`config.mk`:
```
export PLATFORM = sky130hd
export DESIGN_NAME = codec_serial_port
export DESIGN_NICKNAME = d
export VERILOG_FILES = /design/src/rtl/csp_pkg.sv /design/src/rtl/csp_frame_timer.sv /design/src/rtl/csp_tx_shifter.sv /design/src/rtl/csp_rx_shifter.sv /design/src/rtl/codec_serial_port.sv
export SDC_FILE = /design/constraint.sdc
export NUM_CORES = 1
export LEC_CHECK = 0
export ABC_CLOCK_PERIOD_IN_PS = 1960
export BUFFER_PORTS_ARGS = -buffer_cell sky130_fd_sc_hd__buf_2
export CAP_MARGIN = 30
export CORE_MARGIN = 3
export CORE_UTILIZATION = 40
export CTS_BUF_LIST = sky130_fd_sc_hd__clkbuf_8
export CTS_CLUSTER_DIAMETER = 80
export DETAILED_ROUTE_END_ITERATION = 10
export SLEW_MARGIN = 15
export SYNTH_ARGS = -nofsm -noshare
export SYNTH_HDL_FRONTEND = slang
export SYNTH_SLANG_ARGS = --single-unit
```
`constraint.sdc`:
```
create_clock -name clk_i -period 1.96 [get_ports clk_i]
set_clock_uncertainty 0.15 [all_clocks]
set_input_delay 0.392 -clock clk_i [delete_from_list [all_inputs] [get_ports clk_i]]
set_output_delay 0.392 -clock clk_i [all_outputs]
set_load 0.005 [all_outputs]
```
`src/rtl/csp_pkg.sv`:
```
package csp_pkg;
  parameter int unsigned WORD_W    = 16;
  parameter int unsigned FRAME_LEN = 256;
  parameter int unsigned SEC_OFF   = 128;
  parameter int unsigned ADDR_W    = 5;
  parameter int unsigned DATA_W    = 8;
  localparam int unsigned RD_POS   = DATA_W + ADDR_W;
  localparam int unsigned SPARE_W  = WORD_W - 2 - ADDR_W - DATA_W;

  typedef struct packed {
    logic              rd;
    logic [ADDR_W-1:0] addr;
    logic [DATA_W-1:0] data;
  } cmd_t;

  function automatic cmd_t decode_cmd(input logic [WORD_W-1:0] w);
    cmd_t c;
    c.rd   = w[RD_POS];
    c.addr = w[RD_POS-1:DATA_W];
    c.data = w[DATA_W-1:0];
    return c;
  endfunction
endpackage

```
`src/rtl/csp_frame_timer.sv`:
```
module csp_frame_timer #(
  parameter int unsigned FRAME_LEN = 256,
  parameter int unsigned SEC_OFF   = 128,
  parameter int unsigned SLOT_LEN  = 16,
  localparam int unsigned CNT_W    = $clog2(FRAME_LEN)
) (
  input  logic             clk_i,
  input  logic             rst_ni,
  input  logic             sec_en_i,
  output logic [CNT_W-1:0] cnt_o,
  output logic             prim_slot_o,
  output logic             sec_slot_o,
  output logic             load_prim_o,
  output logic             load_sec_o,
  output logic             prim_last_o,
  output logic             sec_last_o
);
  localparam logic [CNT_W-1:0] CNT_LAST  = CNT_W'(FRAME_LEN - 1);
  localparam logic [CNT_W-1:0] P_LAST    = CNT_W'(SLOT_LEN - 1);
  localparam logic [CNT_W-1:0] P_END     = CNT_W'(SLOT_LEN);
  localparam logic [CNT_W-1:0] S_FIRST   = CNT_W'(SEC_OFF);
  localparam logic [CNT_W-1:0] S_PRE     = CNT_W'(SEC_OFF - 1);
  localparam logic [CNT_W-1:0] S_LAST    = CNT_W'(SEC_OFF + SLOT_LEN - 1);
  localparam logic [CNT_W-1:0] S_END     = CNT_W'(SEC_OFF + SLOT_LEN);

  logic [CNT_W-1:0] cnt_q;

  always_ff @(posedge clk_i or negedge rst_ni) begin
    if (!rst_ni)               cnt_q <= '0;
    else if (cnt_q == CNT_LAST) cnt_q <= '0;
    else                       cnt_q <= cnt_q + 1'b1;
  end

  assign cnt_o       = cnt_q;
  assign prim_slot_o = cnt_q < P_END;
  assign sec_slot_o  = sec_en_i && (cnt_q >= S_FIRST) && (cnt_q < S_END);
  assign load_prim_o = cnt_q == CNT_LAST;
  assign load_sec_o  = sec_en_i && (cnt_q == S_PRE);
  assign prim_last_o = cnt_q == P_LAST;
  assign sec_last_o  = sec_en_i && (cnt_q == S_LAST);

  // frame wraps to zero
  p_frame_wrap_r1: assert property (@(posedge clk_i) disable iff (!rst_ni)
    (cnt_q == CNT_LAST) |=> (cnt_q == '0));
  // slots never overlap
  p_slot_excl_r4: assert property (@(posedge clk_i) disable iff (!rst_ni)
    !(prim_slot_o && sec_slot_o));
endmodule

```
`src/rtl/csp_tx_shifter.sv`:
```
module csp_tx_shifter #(
  parameter int unsigned W = 16
) (
  input  logic         clk_i,
  input  logic         rst_ni,
  input  logic         load_i,
  input  logic [W-1:0] word_i,
  input  logic         shift_i,
  input  logic         active_i,
  output logic         dout_o
);
  logic [W-1:0] sh_q;

  always_ff @(posedge clk_i or negedge rst_ni) begin
    if (!rst_ni)      sh_q <= '0;
    else if (load_i)  sh_q <= word_i;
    else if (shift_i) sh_q <= {sh_q[W-2:0], 1'b0};
  end

  assign dout_o = active_i & sh_q[W-1];

  // the first slot bit is the MSB of the loaded word
  p_msb_first_r2: assert property (@(posedge clk_i) disable iff (!rst_ni)
    ($past(load_i) && active_i) |-> (dout_o == $past(word_i[W-1])));
endmodule

```
`src/rtl/csp_rx_shifter.sv`:
```
module csp_rx_shifter #(
  parameter int unsigned W = 16
) (
  input  logic         clk_i,
  input  logic         rst_ni,
  input  logic         din_i,
  input  logic         shift_i,
  output logic [W-1:0] word_o
);
  logic         din_q;
  logic [W-1:0] sh_q;

  // host data is taken on the falling edge
  always_ff @(negedge clk_i or negedge rst_ni) begin
    if (!rst_ni) din_q <= 1'b0;
    else         din_q <= din_i;
  end

  always_ff @(posedge clk_i or negedge rst_ni) begin
    if (!rst_ni)      sh_q <= '0;
    else if (shift_i) sh_q <= word_o;
  end

  assign word_o = {sh_q[W-2:0], din_q};
endmodule

```
`src/rtl/codec_serial_port.sv`:
```
module codec_serial_port
  import csp_pkg::*;
#(
  parameter int unsigned FRAME_LEN = csp_pkg::FRAME_LEN,
  parameter int unsigned SEC_OFF   = csp_pkg::SEC_OFF,
  localparam int unsigned CNT_W    = $clog2(FRAME_LEN)
) (
  input  logic              clk_i,
  input  logic              rst_ni,
  input  logic              tag_mode_i,
  input  logic              ms_i,
  input  logic [WORD_W-1:0] sample_i,
  input  logic              din_i,
  output logic              fs_o,
  output logic              dout_o,
  output logic              rx_valid_o,
  output logic [WORD_W-1:0] rx_data_o,
  output logic              reg_we_o,
  output logic              reg_rd_o,
  output logic [ADDR_W-1:0] reg_addr_o,
  output logic [DATA_W-1:0] reg_wdata_o,
  input  logic [DATA_W-1:0] reg_rdata_i
);
  logic [CNT_W-1:0]  cnt;
  logic              prim_slot, sec_slot, load_prim, load_sec, prim_last, sec_last;
  logic              sec_en_q;
  logic [WORD_W-1:0] rx_word, prim_word, sec_word, tx_word;
  cmd_t              sec_cmd;

  logic              rx_valid_q, we_q, rd_q;
  logic [WORD_W-1:0] rx_data_q;
  logic [ADDR_W-1:0] addr_q;
  logic [DATA_W-1:0] wdata_q;
  logic              resp_rd_q;
  logic [ADDR_W-1:0] resp_addr_q;
  logic [DATA_W-1:0] resp_data_q;

  csp_frame_timer #(
    .FRAME_LEN(FRAME_LEN),
    .SEC_OFF  (SEC_OFF),
    .SLOT_LEN (WORD_W)
  ) i_timer (
    .clk_i      (clk_i),
    .rst_ni     (rst_ni),
    .sec_en_i   (sec_en_q),
    .cnt_o      (cnt),
    .prim_slot_o(prim_slot),
    .sec_slot_o (sec_slot),
    .load_prim_o(load_prim),
    .load_sec_o (load_sec),
    .prim_last_o(prim_last),
    .sec_last_o (sec_last)
  );

  assign prim_word = tag_mode_i ? {sample_i[WORD_W-1:1], ms_i} : sample_i;
  assign sec_word  = {ms_i, {SPARE_W{1'b0}}, resp_rd_q, resp_addr_q, resp_data_q};
  assign tx_word   = load_prim ? prim_word : sec_word;
  assign fs_o      = prim_slot | sec_slot;

  csp_tx_shifter #(.W(WORD_W)) i_tx (
    .clk_i   (clk_i),
    .rst_ni  (rst_ni),
    .load_i  (load_prim | load_sec),
    .word_i  (tx_word),
    .shift_i (fs_o),
    .active_i(fs_o),
    .dout_o  (dout_o)
  );

  csp_rx_shifter #(.W(WORD_W)) i_rx (
    .clk_i  (clk_i),
    .rst_ni (rst_ni),
    .din_i  (din_i),
    .shift_i(fs_o),
    .word_o (rx_word)
  );

  assign sec_cmd = decode_cmd(rx_word);

  always_ff @(posedge clk_i or negedge rst_ni) begin
    if (!rst_ni) begin
      sec_en_q    <= 1'b0;
      rx_valid_q  <= 1'b0;
      rx_data_q   <= '0;
      we_q        <= 1'b0;
      rd_q        <= 1'b0;
      addr_q      <= '0;
      wdata_q     <= '0;
      resp_rd_q   <= 1'b0;
      resp_addr_q <= '0;
      resp_data_q <= '0;
    end else begin
      rx_valid_q <= 1'b0;
      we_q       <= 1'b0;
      rd_q       <= 1'b0;
      if (prim_last) begin
        rx_valid_q <= 1'b1;
        rx_data_q  <= rx_word;
        sec_en_q   <= rx_word[0];
      end
      if (sec_last) begin
        we_q        <= !sec_cmd.rd;
        rd_q        <= sec_cmd.rd;
        addr_q      <= sec_cmd.addr;
        resp_rd_q   <= sec_cmd.rd;
        resp_addr_q <= sec_cmd.addr;
        if (!sec_cmd.rd) begin
          wdata_q     <= sec_cmd.data;
          resp_data_q <= '0;
        end
      end
      if (rd_q) resp_data_q <= reg_rdata_i;
    end
  end

  assign rx_valid_o  = rx_valid_q;
  assign rx_data_o   = rx_data_q;
  assign reg_we_o    = we_q;
  assign reg_rd_o    = rd_q;
  assign reg_addr_o  = addr_q;
  assign reg_wdata_o = wdata_q;

  // receive strobe is a single-cycle pulse
  p_rx_pulse_r6: assert property (@(posedge clk_i) disable iff (!rst_ni)
    rx_valid_o |=> !rx_valid_o);
  // read and write strobes exclusive
  p_strobe_excl_r7: assert property (@(posedge clk_i) disable iff (!rst_ni)
    $onehot0({reg_we_o, reg_rd_o}));
  // strobes only right after a secondary slot closes
  p_strobe_after_sec_r7: assert property (@(posedge clk_i) disable iff (!rst_ni)
    (reg_we_o || reg_rd_o) |-> ($past(sec_slot) && !sec_slot));
  // data line quiet outside slots
  p_dout_quiet_r8: assert property (@(posedge clk_i) disable iff (!rst_ni)
    !fs_o |-> !dout_o);
endmodule

```
==> flow_results.xml <==
<?xml version="1.0" encoding="UTF-8"?>
<metrics>
  <group name="placed_design">
    <metric name="portBuffers" unit="">62</metric>
    <metric name="hpwlAfterDp" unit="um">5700</metric>
    <metric name="pre_cts_slack" unit="ps">-30.8</metric>
    <metric name="place_congestion" unit="">0.787</metric>
  </group>
  <group name="cts">
    <metric name="total_number_of_h_tree_levels" unit="">3</metric>
    <metric name="buffer_type_at_the_clock_tree_root" unit="">sky130_fd_sc_hd__clkbuf_8</metric>
    <metric name="cts_buffers" unit="">9</metric>
    <metric name="clk_path_buf_depth" unit="">2</metric>
    <metric name="insertion_delay" unit="ps">350</metric>
    <metric name="tritoncts_clock_tree" unit="">done</metric>
    <metric name="cts.reportedPaths.clkPinSlew" unit="ps">80</metric>
    <metric name="numClockSinks" unit="">81</metric>
  </group>
  <group name="power">
    <metric name="pwr_density_cell" unit="nW/um2">671</metric>
    <metric name="vdd_drop_max" unit="uV">545</metric>
    <metric name="fin_total_pwr" unit="W">0.00305</metric>
    <metric name="leakage_power" unit="nW">2.11</metric>
  </group>
  <group name="setup_path">
    <metric name="regToRegSetupSlack" unit="ps">80</metric>
    <metric name="startpoint_type" unit="">register</metric>
    <metric name="path_class" unit="">register to output pin</metric>
    <metric name="worst-endpoint-required" unit="ps">1420</metric>
    <metric name="rr_startpoint" unit="">i_timer.cnt_o[6]</metric>
    <metric name="r2r-end" unit="">i_tx.sh_q[14]</metric>
    <metric name="setup.worst_path.end_class" unit="">output pin</metric>
    <metric name="worstRegToRegCells" unit="">4</metric>
    <metric name="startpoint" unit="">i_timer.cnt_o[6]</metric>
    <metric name="max_fo_critical_path" unit="">3</metric>
    <metric name="worst-endpoint-arrival" unit="ps">1460</metric>
  </group>
  <group name="sta">
    <metric name="setup_slack" unit="ps">-40.2</metric>
    <metric name="setup-tns-final" unit="ps">-51.3</metric>
    <metric name="timing.final.setup_violations" unit="">2</metric>
    <metric name="max_freq" unit="MHz">500</metric>
    <metric name="slew_headroom" unit="">0.622</metric>
    <metric name="grt_setup_unrepaired" unit="">true</metric>
    <metric name="hold_violations" unit="">0</metric>
    <metric name="whs" unit="ps">99.2</metric>
    <metric name="max_slew.worst_pin.slew" unit="ps">565</metric>
    <metric name="timing.final.crit_period" unit="ps">2000</metric>
    <metric name="fin_crit_sh" unit="">1.02</metric>
    <metric name="timing_max_transition_violations_final" unit="">0</metric>
  </group>
  <group name="routing">
    <metric name="remaining_drc_errors" unit="">0</metric>
    <metric name="wire_per_inst" unit="um">17.5</metric>
    <metric name="finalWirelength" unit="um">8540</metric>
    <metric name="post_drt_via_cell_ratio" unit="">5.41</metric>
    <metric name="ant_nets" unit="">0</metric>
    <metric name="via_count" unit="">2641</metric>
    <metric name="initialDrtViolationCount" unit="">93</metric>
    <metric name="detailedRoute.firstPassIterationCount" unit="">4</metric>
  </group>
  <group name="die">
    <metric name="initial_core_util" unit="">0.416</metric>
    <metric name="cell_rows" unit="">34</metric>
    <metric name="fp.dieArea" unit="um2">10300</metric>
    <metric name="core-area" unit="um2">8810</metric>
    <metric name="die_height" unit="um">102</metric>
    <metric name="width_of_the_die" unit="um">102</metric>
    <metric name="pin_count" unit="">63</metric>
  </group>
  <group name="global_route">
    <metric name="grt_pass1_wl" unit="um">13900</metric>
    <metric name="grt_max_degree" unit="">81</metric>
    <metric name="grt_usage" unit="">0.173</metric>
    <metric name="via_count_of_the_first_global_routing_pass" unit="">2709</metric>
    <metric name="gr-total-overflow" unit="">0</metric>
    <metric name="antenna_found_initial" unit="">0</metric>
  </group>
  <group name="synthesis">
    <metric name="yosys.area.top_type_share" unit="">0.547</metric>
    <metric name="yosys.area_share.xor_xnor" unit="">0.00957</metric>
    <metric name="ffs_w_async_s_r_synth" unit="">1.00</metric>
    <metric name="dominant_combinational_cell_family_by_area_after_synthesis" unit="">multiplexers</metric>
    <metric name="synth_warnings" unit="">0</metric>
    <metric name="synth.lib_cells_used.distinct" unit="">41</metric>
    <metric name="post_synth_and_or_nand_nor_area_fraction" unit="">0.126</metric>
    <metric name="ys_ff_latch" unit="">81</metric>
    <metric name="synth_area" unit="um2">3660</metric>
    <metric name="synth_ff_type" unit="">sky130_fd_sc_hd__dfrtp_1</metric>
    <metric name="post_synth_main_area_contributors" unit="">sky130_fd_sc_hd__dfrtp_1 (55%), sky130_fd_sc_hd__mux2_2 (11%), sky130_fd_sc_hd__mux2_4 (4.5%)</metric>
    <metric name="synthMostInstantiatedCell" unit="">sky130_fd_sc_hd__dfrtp_1</metric>
    <metric name="yosys-top-cells-count" unit="">sky130_fd_sc_hd__dfrtp_1 (80), sky130_fd_sc_hd__mux2_2 (35), sky130_fd_sc_hd__o21ai_0 (24)</metric>
    <metric name="synth-edff-count" unit="">0</metric>
    <metric name="synth-compound-area-share" unit="">0.106</metric>
    <metric name="yosys.area_share.adder" unit="">0.00684</metric>
    <metric name="synth.avg_cell_area" unit="um2">12.7</metric>
    <metric name="syn-instance-count" unit="">289</metric>
    <metric name="synth_area_leader_cell" unit="">sky130_fd_sc_hd__dfrtp_1</metric>
    <metric name="synth.yosys.seq_area_share" unit="">0.554</metric>
    <metric name="syn-num-nets" unit="">320</metric>
    <metric name="share_of_synthesized_area_spent_on_multiplexers" unit="">0.156</metric>
  </group>
  <group name="cells_and_area">
    <metric name="layout.nets" unit="">406</metric>
    <metric name="nFillCells" unit="">801</metric>
    <metric name="fin_util" unit="">0.516</metric>
    <metric name="post_route_cells_drive_above_1_share" unit="">0.453</metric>
    <metric name="insertedDiodeCount" unit="">0</metric>
    <metric name="area_growth" unit="%">24.2</metric>
  </group>
  <group name="worst_hold_path">
    <metric name="timing.hold.worst.class" unit="">input pin to register</metric>
    <metric name="timing.hold.worst.start" unit="">reg_rdata_i[3]</metric>
    <metric name="worstHoldEndpoint" unit="">resp_data_q[3]</metric>
    <metric name="depth_of_the_worst_hold_timing_path" unit="">3</metric>
  </group>
  <group name="run">
    <metric name="drv_cap" unit="">0</metric>
  </group>
  <group name="status">
    <metric name="status" unit="">finished with violations</metric>
    <metric name="violations_in_the_final_reports" unit="">negative setup slack</metric>
  </group>
</metrics>
cell type report:
class	instances	area, um2	area share
clock inverter	7	70.1	0.0154
multi-input combinational	181	1520	0.334
sequential	81	2030	0.446
inverter	5	18.8	0.00413
timing repair buffer	97	651	0.143
clock buffer	9	124	0.0272
tap	108	135	0.0297
metal layers:
metal / global-route usage / routed length, um
met4: 0.0501 / 87
met2: 0.279 / 4050
met5: 0 / 0
met1: 0.232 / 3870
met3: 0.0441 / 535
placed cells by master (no fill, tap or decap), types with 10 or more instances in the layout:
cell                      instances
sky130_fd_sc_hd__buf_4           26
sky130_fd_sc_hd__and4_1          14
sky130_fd_sc_hd__o21ai_0         24
sky130_fd_sc_hd__a31oi_1         14
sky130_fd_sc_hd__mux2_2          35
sky130_fd_sc_hd__buf_2           59
sky130_fd_sc_hd__nand3_1         16
sky130_fd_sc_hd__mux2_4          11
sky130_fd_sc_hd__nand2_1         10
sky130_fd_sc_hd__dfrtp_1         79
worst max-delay path by stage:
| stage | to |
|---|---|
| after floorplan | reg_wdata_o[6] |
| after global placement | i_tx.sh_q[1] |
| after detailed placement | i_tx.sh_q[1] |
| after CTS | dout_o |
| after global routing | dout_o |
| final | dout_o |
logic make-up (layout without fill, tap and decap cells):
family / after synthesis / count (layout)
flops: 81 / 81
simple gates: 69 / 69
compound gates: 59 / 59
mux: 47 / 47
buf+inv: 27 / 118
xor+xnor: 4 / 4
fa+ha+maj: 2 / 2
power breakdown:
part / internal (W) / leakage, nW / switching (W)
logic: 0.0000692 / 1.00 / 0.0000590
clock network: 0.000588 / 0.105 / 0.000605
registers: 0.00170 / 1.00 / 0.0000268
total: 0.00236 / 2.11 / 0.000691
worst max-delay path, cell delays in order (launching register included):
cell                      delay [ps]
sky130_fd_sc_hd__dfrtp_1         400
sky130_fd_sc_hd__buf_6           130
sky130_fd_sc_hd__nor3_4          190
sky130_fd_sc_hd__buf_6           130
sky130_fd_sc_hd__and3_4          180
sky130_fd_sc_hd__buf_6            90
what timing repair did:
action | 4_1_cts | 5_1_grt
pin swaps | 1 | 3
setup endpoints to repair | 3 | 25
endpoints found under the hold margin | 80 | 0
buffers inserted | 8 | 2
gates resized for setup | 10 | 12
hold buffers | 1 | 0
per-stage QoR:
stage	std cells	area [um2]
after floorplan	289	3660
after global placement	461	4190
after detailed placement	461	4190
after CTS	486	4490
after global routing	488	4550
final	488	4550
registers in the layout (all words and copies together), names as in the netlist:
register	count
i_tx.sh_q	16
rx_data_o	16
i_rx.sh_q	15
i_timer.cnt_o	8
reg_wdata_o	8
resp_data_q	8
resp_addr_q	5
i_rx.din_q	1
reg_rd_o	1
reg_we_o	1
resp_rd_q	1
rx_valid_o	1
(Power assumes the default switching activity.)
